--- config.mk ---
export PLATFORM = sky130hd
export DESIGN_NAME = video_timing_gen
export DESIGN_NICKNAME = d
export VERILOG_FILES = /design/src/rtl/vtg_pkg.sv /design/src/rtl/vtg_regs.sv /design/src/rtl/vtg_counters.sv /design/src/rtl/vtg_out.sv /design/src/rtl/video_timing_gen.sv
export SDC_FILE = /design/constraint.sdc
export NUM_CORES = 1
export LEC_CHECK = 0
export CORE_MARGIN = 3
export CORE_UTILIZATION = 46
export DETAILED_ROUTE_END_ITERATION = 8
export PLACE_DENSITY = 0.71
export SYNTH_ARGS = -nofsm -noshare
export SYNTH_HDL_FRONTEND = slang
export SYNTH_SLANG_ARGS = --single-unit
--- constraint.sdc ---
create_clock -name clk -period 6.3 [get_ports clk]
set_clock_uncertainty 0.1 [all_clocks]
set_input_delay 0.945 -clock clk [delete_from_list [all_inputs] [get_ports clk]]
set_output_delay 0.945 -clock clk [all_outputs]
set_load 0.01 [all_outputs]
--- src/rtl/vtg_pkg.sv ---
package vtg_pkg;
  localparam int CFG_AW = 4;
  localparam int CFG_DW = 32;
  localparam int HI_LSB = 16;
  localparam int RECOVER_BIT = 31;

  typedef enum logic [CFG_AW-1:0] {
    A_ENABLE = 4'd0,
    A_LINE   = 4'd1,
    A_HWIN   = 4'd2,
    A_FRAME  = 4'd3,
    A_VSLEN  = 4'd4,
    A_VFIRST = 4'd5,
    A_VLAST  = 4'd6,
    A_SKEW   = 4'd7,
    A_POL    = 4'd8,
    A_FILL   = 4'd9
  } cfg_addr_e;
endpackage

--- src/rtl/vtg_regs.sv ---
module vtg_regs
  import vtg_pkg::*;
#(
  parameter int HW = 12,
  parameter int FW = 24,
  parameter int PW = 24
) (
  input  logic              clk,
  input  logic              rst_n,
  input  logic              we,
  input  logic [CFG_AW-1:0] addr,
  input  logic [CFG_DW-1:0] wdata,
  input  logic              load,
  output logic              en_req,
  output logic [HW-1:0]     line_len,
  output logic [HW-1:0]     hs_width,
  output logic [HW-1:0]     h_first,
  output logic [HW-1:0]     h_last,
  output logic [FW-1:0]     frame_len,
  output logic [FW-1:0]     vs_len,
  output logic [FW-1:0]     v_first,
  output logic [FW-1:0]     v_last,
  output logic [FW-1:0]     skew,
  output logic              hs_low,
  output logic              vs_low,
  output logic [PW-1:0]     fill,
  output logic              recover
);
  localparam int SW = 4*HW + 5*FW + 3 + PW;

  logic [HW-1:0] s_line, s_hsw, s_hfirst, s_hlast;
  logic [FW-1:0] s_frame, s_vslen, s_vfirst, s_vlast, s_skew;
  logic [1:0]    s_pol;
  logic [PW-1:0] s_fill;
  logic          s_rec;
  logic [SW-1:0] shadow_bus, active_bus;
  logic          unused_bits;

  assign unused_bits = ^wdata;

  always_ff @(posedge clk) begin
    if (!rst_n) begin
      en_req   <= 1'b0;
      s_line   <= '0;
      s_hsw    <= '0;
      s_hfirst <= '0;
      s_hlast  <= '0;
      s_frame  <= '0;
      s_vslen  <= '0;
      s_vfirst <= '0;
      s_vlast  <= '0;
      s_skew   <= '0;
      s_pol    <= '0;
      s_fill   <= '0;
      s_rec    <= 1'b0;
    end else if (we) begin
      case (addr)
        A_ENABLE: en_req <= wdata[0];
        A_LINE: begin
          s_line <= wdata[HW-1:0];
          s_hsw  <= wdata[HI_LSB+HW-1:HI_LSB];
        end
        A_HWIN: begin
          s_hfirst <= wdata[HW-1:0];
          s_hlast  <= wdata[HI_LSB+HW-1:HI_LSB];
        end
        A_FRAME:  s_frame  <= wdata[FW-1:0];
        A_VSLEN:  s_vslen  <= wdata[FW-1:0];
        A_VFIRST: s_vfirst <= wdata[FW-1:0];
        A_VLAST:  s_vlast  <= wdata[FW-1:0];
        A_SKEW:   s_skew   <= wdata[FW-1:0];
        A_POL:    s_pol    <= wdata[1:0];
        A_FILL: begin
          s_fill <= wdata[PW-1:0];
          s_rec  <= wdata[RECOVER_BIT];
        end
        default: ;
      endcase
    end
  end

  assign shadow_bus = {s_line, s_hsw, s_hfirst, s_hlast,
                       s_frame, s_vslen, s_vfirst, s_vlast, s_skew,
                       s_pol, s_fill, s_rec};

  always_ff @(posedge clk) begin
    if (!rst_n) active_bus <= '0;
    else if (load) active_bus <= shadow_bus;
  end

  assign {line_len, hs_width, h_first, h_last,
          frame_len, vs_len, v_first, v_last, skew,
          vs_low, hs_low, fill, recover} = active_bus;
endmodule

--- src/rtl/vtg_counters.sv ---
module vtg_counters #(
  parameter int HW = 12,
  parameter int FW = 24
) (
  input  logic          clk,
  input  logic          rst_n,
  input  logic          en_req,
  input  logic [HW-1:0] line_len,
  input  logic [FW-1:0] frame_len,
  output logic          run,
  output logic [HW-1:0] hcnt,
  output logic [FW-1:0] fcnt,
  output logic          wrap,
  output logic          load
);
  localparam logic [HW-1:0] H_ONE = HW'(1);
  localparam logic [FW-1:0] F_ONE = FW'(1);

  logic line_end;

  assign wrap     = run && (fcnt == frame_len - F_ONE);
  assign line_end = (hcnt == line_len - H_ONE);
  assign load     = !run || wrap;

  always_ff @(posedge clk) begin
    if (!rst_n) begin
      run  <= 1'b0;
      hcnt <= '0;
      fcnt <= '0;
    end else if (!run) begin
      run  <= en_req;
      hcnt <= '0;
      fcnt <= '0;
    end else if (wrap) begin
      run  <= en_req;
      hcnt <= '0;
      fcnt <= '0;
    end else begin
      fcnt <= fcnt + F_ONE;
      hcnt <= line_end ? '0 : hcnt + H_ONE;
    end
  end
endmodule

--- src/rtl/vtg_out.sv ---
module vtg_out #(
  parameter int HW = 12,
  parameter int FW = 24,
  parameter int PW = 24
) (
  input  logic          clk,
  input  logic          rst_n,
  input  logic          run,
  input  logic          wrap,
  input  logic [HW-1:0] hcnt,
  input  logic [FW-1:0] fcnt,
  input  logic [HW-1:0] hs_width,
  input  logic [HW-1:0] h_first,
  input  logic [HW-1:0] h_last,
  input  logic [FW-1:0] vs_len,
  input  logic [FW-1:0] v_first,
  input  logic [FW-1:0] v_last,
  input  logic [FW-1:0] skew,
  input  logic          hs_low,
  input  logic          vs_low,
  input  logic [PW-1:0] fill,
  input  logic          recover,
  input  logic          pix_valid,
  input  logic [PW-1:0] pix_data,
  output logic          pix_ready,
  output logic          vid_hsync,
  output logic          vid_vsync,
  output logic          vid_de,
  output logic [PW-1:0] vid_pixel,
  output logic          frame_irq
);
  logic [FW-1:0] v_lo, v_hi;
  logic          in_h, in_v, win;
  logic [PW-1:0] next_pix;

  assign v_lo = v_first + skew;
  assign v_hi = v_last + skew;
  assign in_h = (hcnt >= h_first) && (hcnt <= h_last);
  assign in_v = (fcnt >= v_lo) && (fcnt <= v_hi);
  assign win  = run && in_h && in_v;
  assign pix_ready = win;

  always_comb begin
    next_pix = '0;
    if (win) begin
      if (pix_valid)    next_pix = pix_data;
      else if (recover) next_pix = fill;
    end
  end

  always_ff @(posedge clk) begin
    if (!rst_n) begin
      vid_hsync <= 1'b0;
      vid_vsync <= 1'b0;
      vid_de    <= 1'b0;
      vid_pixel <= '0;
      frame_irq <= 1'b0;
    end else begin
      vid_hsync <= (run && (hcnt < hs_width)) ^ hs_low;
      vid_vsync <= (run && (fcnt < vs_len)) ^ vs_low;
      vid_de    <= win;
      vid_pixel <= next_pix;
      frame_irq <= wrap;
    end
  end
endmodule

--- src/rtl/video_timing_gen.sv ---
module video_timing_gen
  import vtg_pkg::*;
#(
  parameter int HW = 12,
  parameter int FW = 24,
  parameter int PW = 24
) (
  input  logic              clk,
  input  logic              rst_n,
  input  logic              cfg_we,
  input  logic [CFG_AW-1:0] cfg_addr,
  input  logic [CFG_DW-1:0] cfg_wdata,
  input  logic              pix_valid,
  output logic              pix_ready,
  input  logic [PW-1:0]     pix_data,
  output logic              vid_hsync,
  output logic              vid_vsync,
  output logic              vid_de,
  output logic [PW-1:0]     vid_pixel,
  output logic              frame_irq
);
  logic          en_req, load, run, wrap;
  logic [HW-1:0] line_len, hs_width, h_first, h_last, hcnt;
  logic [FW-1:0] frame_len, vs_len, v_first, v_last, skew, fcnt;
  logic          hs_low, vs_low, recover;
  logic [PW-1:0] fill;

  vtg_regs #(.HW(HW), .FW(FW), .PW(PW)) u_regs (
    .clk(clk), .rst_n(rst_n), .we(cfg_we), .addr(cfg_addr), .wdata(cfg_wdata),
    .load(load), .en_req(en_req),
    .line_len(line_len), .hs_width(hs_width), .h_first(h_first), .h_last(h_last),
    .frame_len(frame_len), .vs_len(vs_len), .v_first(v_first), .v_last(v_last),
    .skew(skew), .hs_low(hs_low), .vs_low(vs_low), .fill(fill), .recover(recover)
  );

  vtg_counters #(.HW(HW), .FW(FW)) u_cnt (
    .clk(clk), .rst_n(rst_n), .en_req(en_req), .line_len(line_len),
    .frame_len(frame_len), .run(run), .hcnt(hcnt), .fcnt(fcnt),
    .wrap(wrap), .load(load)
  );

  vtg_out #(.HW(HW), .FW(FW), .PW(PW)) u_out (
    .clk(clk), .rst_n(rst_n), .run(run), .wrap(wrap), .hcnt(hcnt), .fcnt(fcnt),
    .hs_width(hs_width), .h_first(h_first), .h_last(h_last),
    .vs_len(vs_len), .v_first(v_first), .v_last(v_last), .skew(skew),
    .hs_low(hs_low), .vs_low(vs_low), .fill(fill), .recover(recover),
    .pix_valid(pix_valid), .pix_data(pix_data), .pix_ready(pix_ready),
    .vid_hsync(vid_hsync), .vid_vsync(vid_vsync), .vid_de(vid_de),
    .vid_pixel(vid_pixel), .frame_irq(frame_irq)
  );
endmodule

* Word level (Yosys, flattened, before mapping)
Index checks and enable logic that the tools add are counted.
** Storage, ports and cells
- Bits in registers :: 456
- Bits of input ports :: 64
- Output and inout bits :: 29
- Word-level logic and storage cells :: 76
** Operators by class
- $add $sub $neg :: 6
- Order comparisons :: 6
- Eq/ne operators :: 11
- Muxes and demuxes :: 4
- Bitwise logic cells :: 4
- Reductions and logical operators :: 23
** Operators by type and width (number)
- adder 24 bit :: 2
- two-way mux 24 bit :: 2
- adder 24 x 1 -> 24 bit, second input constant :: 1
- equality test 24 bit :: 1
- greater-or-equal comparator 24 bit :: 1
- <= comparator 24 bit :: 1
- less-than comparator 24 bit :: 1
- subtractor 24 x 1 -> 24 bit, second input constant :: 1
- AND reduction 2 bit :: 11
- equality test 4 x 3 -> 1 bit, second input constant :: 4
- adder 12 x 1 -> 12 bit, second input constant :: 1
- equality test 12 bit :: 1
- greater-or-equal comparator 12 bit :: 1
- <= comparator 12 bit :: 1
- less-than comparator 12 bit :: 1
- subtractor 12 x 1 -> 12 bit, second input constant :: 1
- equality test 4 x 2 -> 1 bit, second input constant :: 2
- equality test 4 bit, second input constant :: 2
- logical AND 1 bit :: 7
- equality test 4 x 1 -> 1 bit, second input constant :: 1
- zero test 4 bit :: 1
- OR reduction 4 bit :: 1
- OR reduction 3 bit :: 1
- two-way mux 1 bit :: 2
- 4 further kinds :: 6

* Depth between registers and ports, before layout
- Depth after elaboration :: 5
- Gate-level depth with buffers :: 21
- Mapped depth without buffers :: 20

* Hierarchy
A second synthesis with hierarchy kept.
** Second synthesis, totals
- Cell total of the unflattened synthesis :: 2369
- Area total of the unflattened synthesis :: 22912.0 µm²
** By module, submodules not included
- vtg_regs :: instances 1, cells each 1308, area each 14367.5 µm², sequential area each 7827.5 µm²
- vtg_out :: instances 1, cells each 706, area each 5691.7 µm², sequential area each 560.5 µm²
- vtg_counters :: instances 1, cells each 355, area each 2852.7 µm², sequential area each 740.7 µm²

* Worst setup path after synthesis
OpenSTA, ideal clock, no wires.
- Path type :: register -> output
- From :: register u_regs.active_bus[27]
- To :: output port pix_ready
- Arrival :: 4321 ps
- Required time :: 5255 ps
- Slack :: 934 ps
- Cell stages (with the launch flop) :: 21
- Buffers on the path :: 1
- Cells stage by stage :: dfxtp_1 > ha_1 > inv_1 > fa_1 > nor2b_1 > o31a_1 > o211ai_1 > a31oi_1 > a41o_1 > a221o_1 > a221o_1 > a21oi_1 > xor2_1 > ha_1 > nand4_1 > nor4_1 > a221oi_1 > a22o_1 > o311ai_1 > clkbuf_1 > nor3b_1
** On the way
- Word-level cells in the longest chain between the ends :: 4
- Elaborated cells between the ends (all ways) :: 6
- Classes of those cells :: 2 x add/sub; 2 x order compare; 2 x reduce/logical
** Ends and longest elaborated chain
- start, declared :: RTL line vtg_regs.sv:36 : logic [SW-1:0] shadow_bus, active_bus;
- start signal, assigned :: RTL line vtg_regs.sv:88 : else if (load) active_bus <= shadow_bus;
- adder 24 bit (on tied branches) :: RTL line vtg_out.sv:36, vtg_out.sv:37
- greater-or-equal comparator 24 bit / <= comparator 24 bit (equally long branches) :: RTL line vtg_out.sv:39 : assign in_v = (fcnt >= v_lo) && (fcnt <= v_hi);
- logical AND 1 bit (*) :: RTL line vtg_out.sv:39
- logical AND 1 bit (*) :: RTL line vtg_out.sv:40 : assign win = run && in_h && in_v;
- end, declared :: RTL line video_timing_gen.sv:14 : output logic pix_ready,
Mark *: on every way between the ends. The rest lies on a longest branch, timed or not.

* Worst setup path after layout
Same ends and word-level chain as after synthesis.

==> impl_metrics.ini <==
[power_and_ir_drop]
p_leak_nw = 9.57
p_per_area_mw_per_mm2 = 234
peakVddDrop_uv = 207
power_mw = 6.41

[route]
wirelength_um = 64300
drc_errors = 0
drtIter0Drc = 1375
drtAntennaViolNets = 0
wl_per_cell_um = 18.1
dr.pass1.iters = 5
route.vias.total = 19679
vias_per_cell = 5.55

[synth]
yosys-top-cells-area = dfxtp_1, nand2_1, nand3_2
synthArstFlopShare_pct = 0
synth_warnings = 0
yosysMostFrequentCell = nand2_1
synth_nets = 3060
synth_cell_types = 66
synth_ff_type = dfxtp_1
ys_ff_latch = 456
syn_area_mm2 = 0.0247
synthTopCellsByCount = nand2_1, dfxtp_1, a21boi_0, nand3_2, o21ai_2
synth_top_area_share_pct = 36.9
yosys.area.top_type = dfxtp_1
yosysSeqAreaShare_pct = 36.9
syn-mean-instance-area_um2 = 8.71
syn_inst = 2838
synth_edf_count = 0

[timing]
hold_ws_ns = 0.340
hold_viol = 0
fin_tns_setup_ns = 0
fin_crit_ns = 6.05
worst_pin_slew_ns = 1.27
fmax_mhz = 165
drv_slew = 0
slew_headroom_pct = 15.2
fin_crit_sh_pct = 96.0
setup_viol = 0

[floorplan]
die_w_um = 238
initial_core_util_pct = 46.7
core_mm2 = 0.0529
die_y_um = 238
dieArea_mm2 = 0.0565
num_io_pins = 93
num_rows = 84

[setup_path]
critPathKind = reg -> out
crit_path_start_kind = register
cp-end-kind = output port
arrival_ns = 5.00
required_ns = 5.25
path_max_fanout = 4

[job]
drv_cap = 0

[clocking]
cts.sinks = 456
cts.path.max_buffers = 3
worstSkewPairLatency_ns = 0.61
cts_made_buffers = 49
cts_root_buf = clkbuf_16
cts_tree = done
clk_pin_slew_worst_paths_ns = 0.06
cts-hold-fix-buffers = 0
cts_max_level = 2

[grt]
grt_pass1_wl_um = 101000
grt_max_degree = 214
antenna_found_initial = 2
grt_overflow_total = 0
grt.total_usage_pct = 22.3
grt_pass1_vias = 18974

[place]
finalWeightedCongestion = 0.904
port_buffers = 89
place_hpwl_um = 43700

[layout]
nets = 3040
drive_above_1_share_pct = 18.9
fill_cells = 4837
area_delta_synth_final_pct = 11.1

[status]
status = finished clean

[worst_hold_path]
hold_path.class = reg -> reg
-- through the flow --
| stage | util, % | instances | area (um2) | worst slack (ns) |
|---|---|---|---|---|
| finish | 51.9 | 3548 | 27400 | 0.254 |
| global route | 51.9 | 3546 | 27400 | -0.0463 |
| CTS | 51.8 | 3545 | 27400 | 0.00929 |
| detailed placement | 48.4 | 3453 | 25600 | 0.226 |
| global placement | 48.4 | 3453 | 25600 | 0.166 |
| floorplan | - | 2838 | 24700 | 0.934 |
-- what timing repair did --
action                                  in CTS  in global routing
gates resized for setup                      8                 13
setup buffers                                1                  1
hold endpoints to repair                     0                  0
pin swaps                                    3                 13
endpoints found under the setup margin       1                  1
-- state kept, by name, summed over array words and instances (netlist names), 24 cells and up --
register	flops
u_regs.active_bus	195
u_cnt.fcnt	24
u_regs.s_vfirst	24
u_regs.s_skew	24
u_regs.s_frame	24
u_regs.s_vslen	24
u_out.vid_pixel	24
u_regs.s_fill	24
u_regs.s_vlast	24
-- report_power, final --
part           leakage [nW]  total, mW  internal (mW)  switching [mW]
Clock                 0.857       3.11           1.87            1.24
Sequential             3.68       2.93           2.91          0.0192
Combinational          5.04      0.377          0.123           0.254
Total                  9.57       6.41           4.90            1.51
-- per-layer routing --
layer	vias up	track usage, %	part of all wire, %
li1	9701	-	-
met4	0	7.25	2.6
met5	-	0	0
met3	97	3.96	5.8
met1	9459	29.8	45
met2	422	36.6	46
-- cell usage in the layout (no fill, tap or decap), types with 9 or more instances in the layout --
cell,count
xnor2_1,61
or3_1,12
nor4_1,34
a21oi_1,75
ha_1,155
clkbuf_16,49
a21boi_0,199
nand3_2,196
nor3_1,26
a21o_1,47
nand2_1,661
xor2_1,59
inv_1,83
clkdlybuf4s50_1,87
dfxtp_1,455
buf_4,29
nor2b_1,17
nor2_1,109
o21ai_0,48
clkbuf_1,9
o21ai_2,195
nand4_1,29
clkbuf_8,12
nand2b_1,25
nand3_1,29
-- critical path, stage by stage (launching register included) --
cell	delay [ns]
dfxtp_2	0.33
ha_2	0.19
inv_2	0.06
fa_2	0.20
nor2b_1	0.06
o31a_1	0.34
o211ai_1	0.29
a31oi_2	0.18
a41o_1	0.24
a221o_1	0.32
a221o_1	0.33
a21oi_2	0.17
xor2_1	0.18
ha_1	0.26
nand4_1	0.12
nor4_2	0.07
a221oi_1	0.26
a22o_2	0.27
o311ai_4	0.13
nor3b_2	0.22
buf_2	0.17
-- kinds of logic after synthesis --
kind of cell / synth area share (%)
compound gates: 19.2
xor+xnor: 4.25
fa+ha+maj: 8.06
buf+inv: 6.24
flops: 36.9
mux: 0.208
simple gates: 25.1
-- layout make-up --
type	instances	area (um2)	area share (%)
Tap cell	688	861	3.14
Sequential cell	456	9130	33.3
Clock buffer	70	1430	5.19
Clock inverter	21	332	1.21
Timing Repair Buffer	124	1230	4.48
Inverter	84	315	1.15
Antenna cell	2	5.00	0.0182
Multi-Input combinational cell	2103	14100	51.5
-- final timing paths --
kind	slack [ns]	cells past startpoint	start	to
hold / removal	0.34	2	u_regs.s_hsw[5]	u_regs.active_bus[176]
hold reg to reg	0.34	2	u_regs.s_hsw[5]	u_regs.active_bus[176]
setup reg to reg	1.42	20	u_regs.active_bus[27]	u_out.vid_pixel[13]
setup / recovery	0.25	20	u_regs.active_bus[27]	pix_ready
Note: power is estimated with default switching activity, not from simulation.
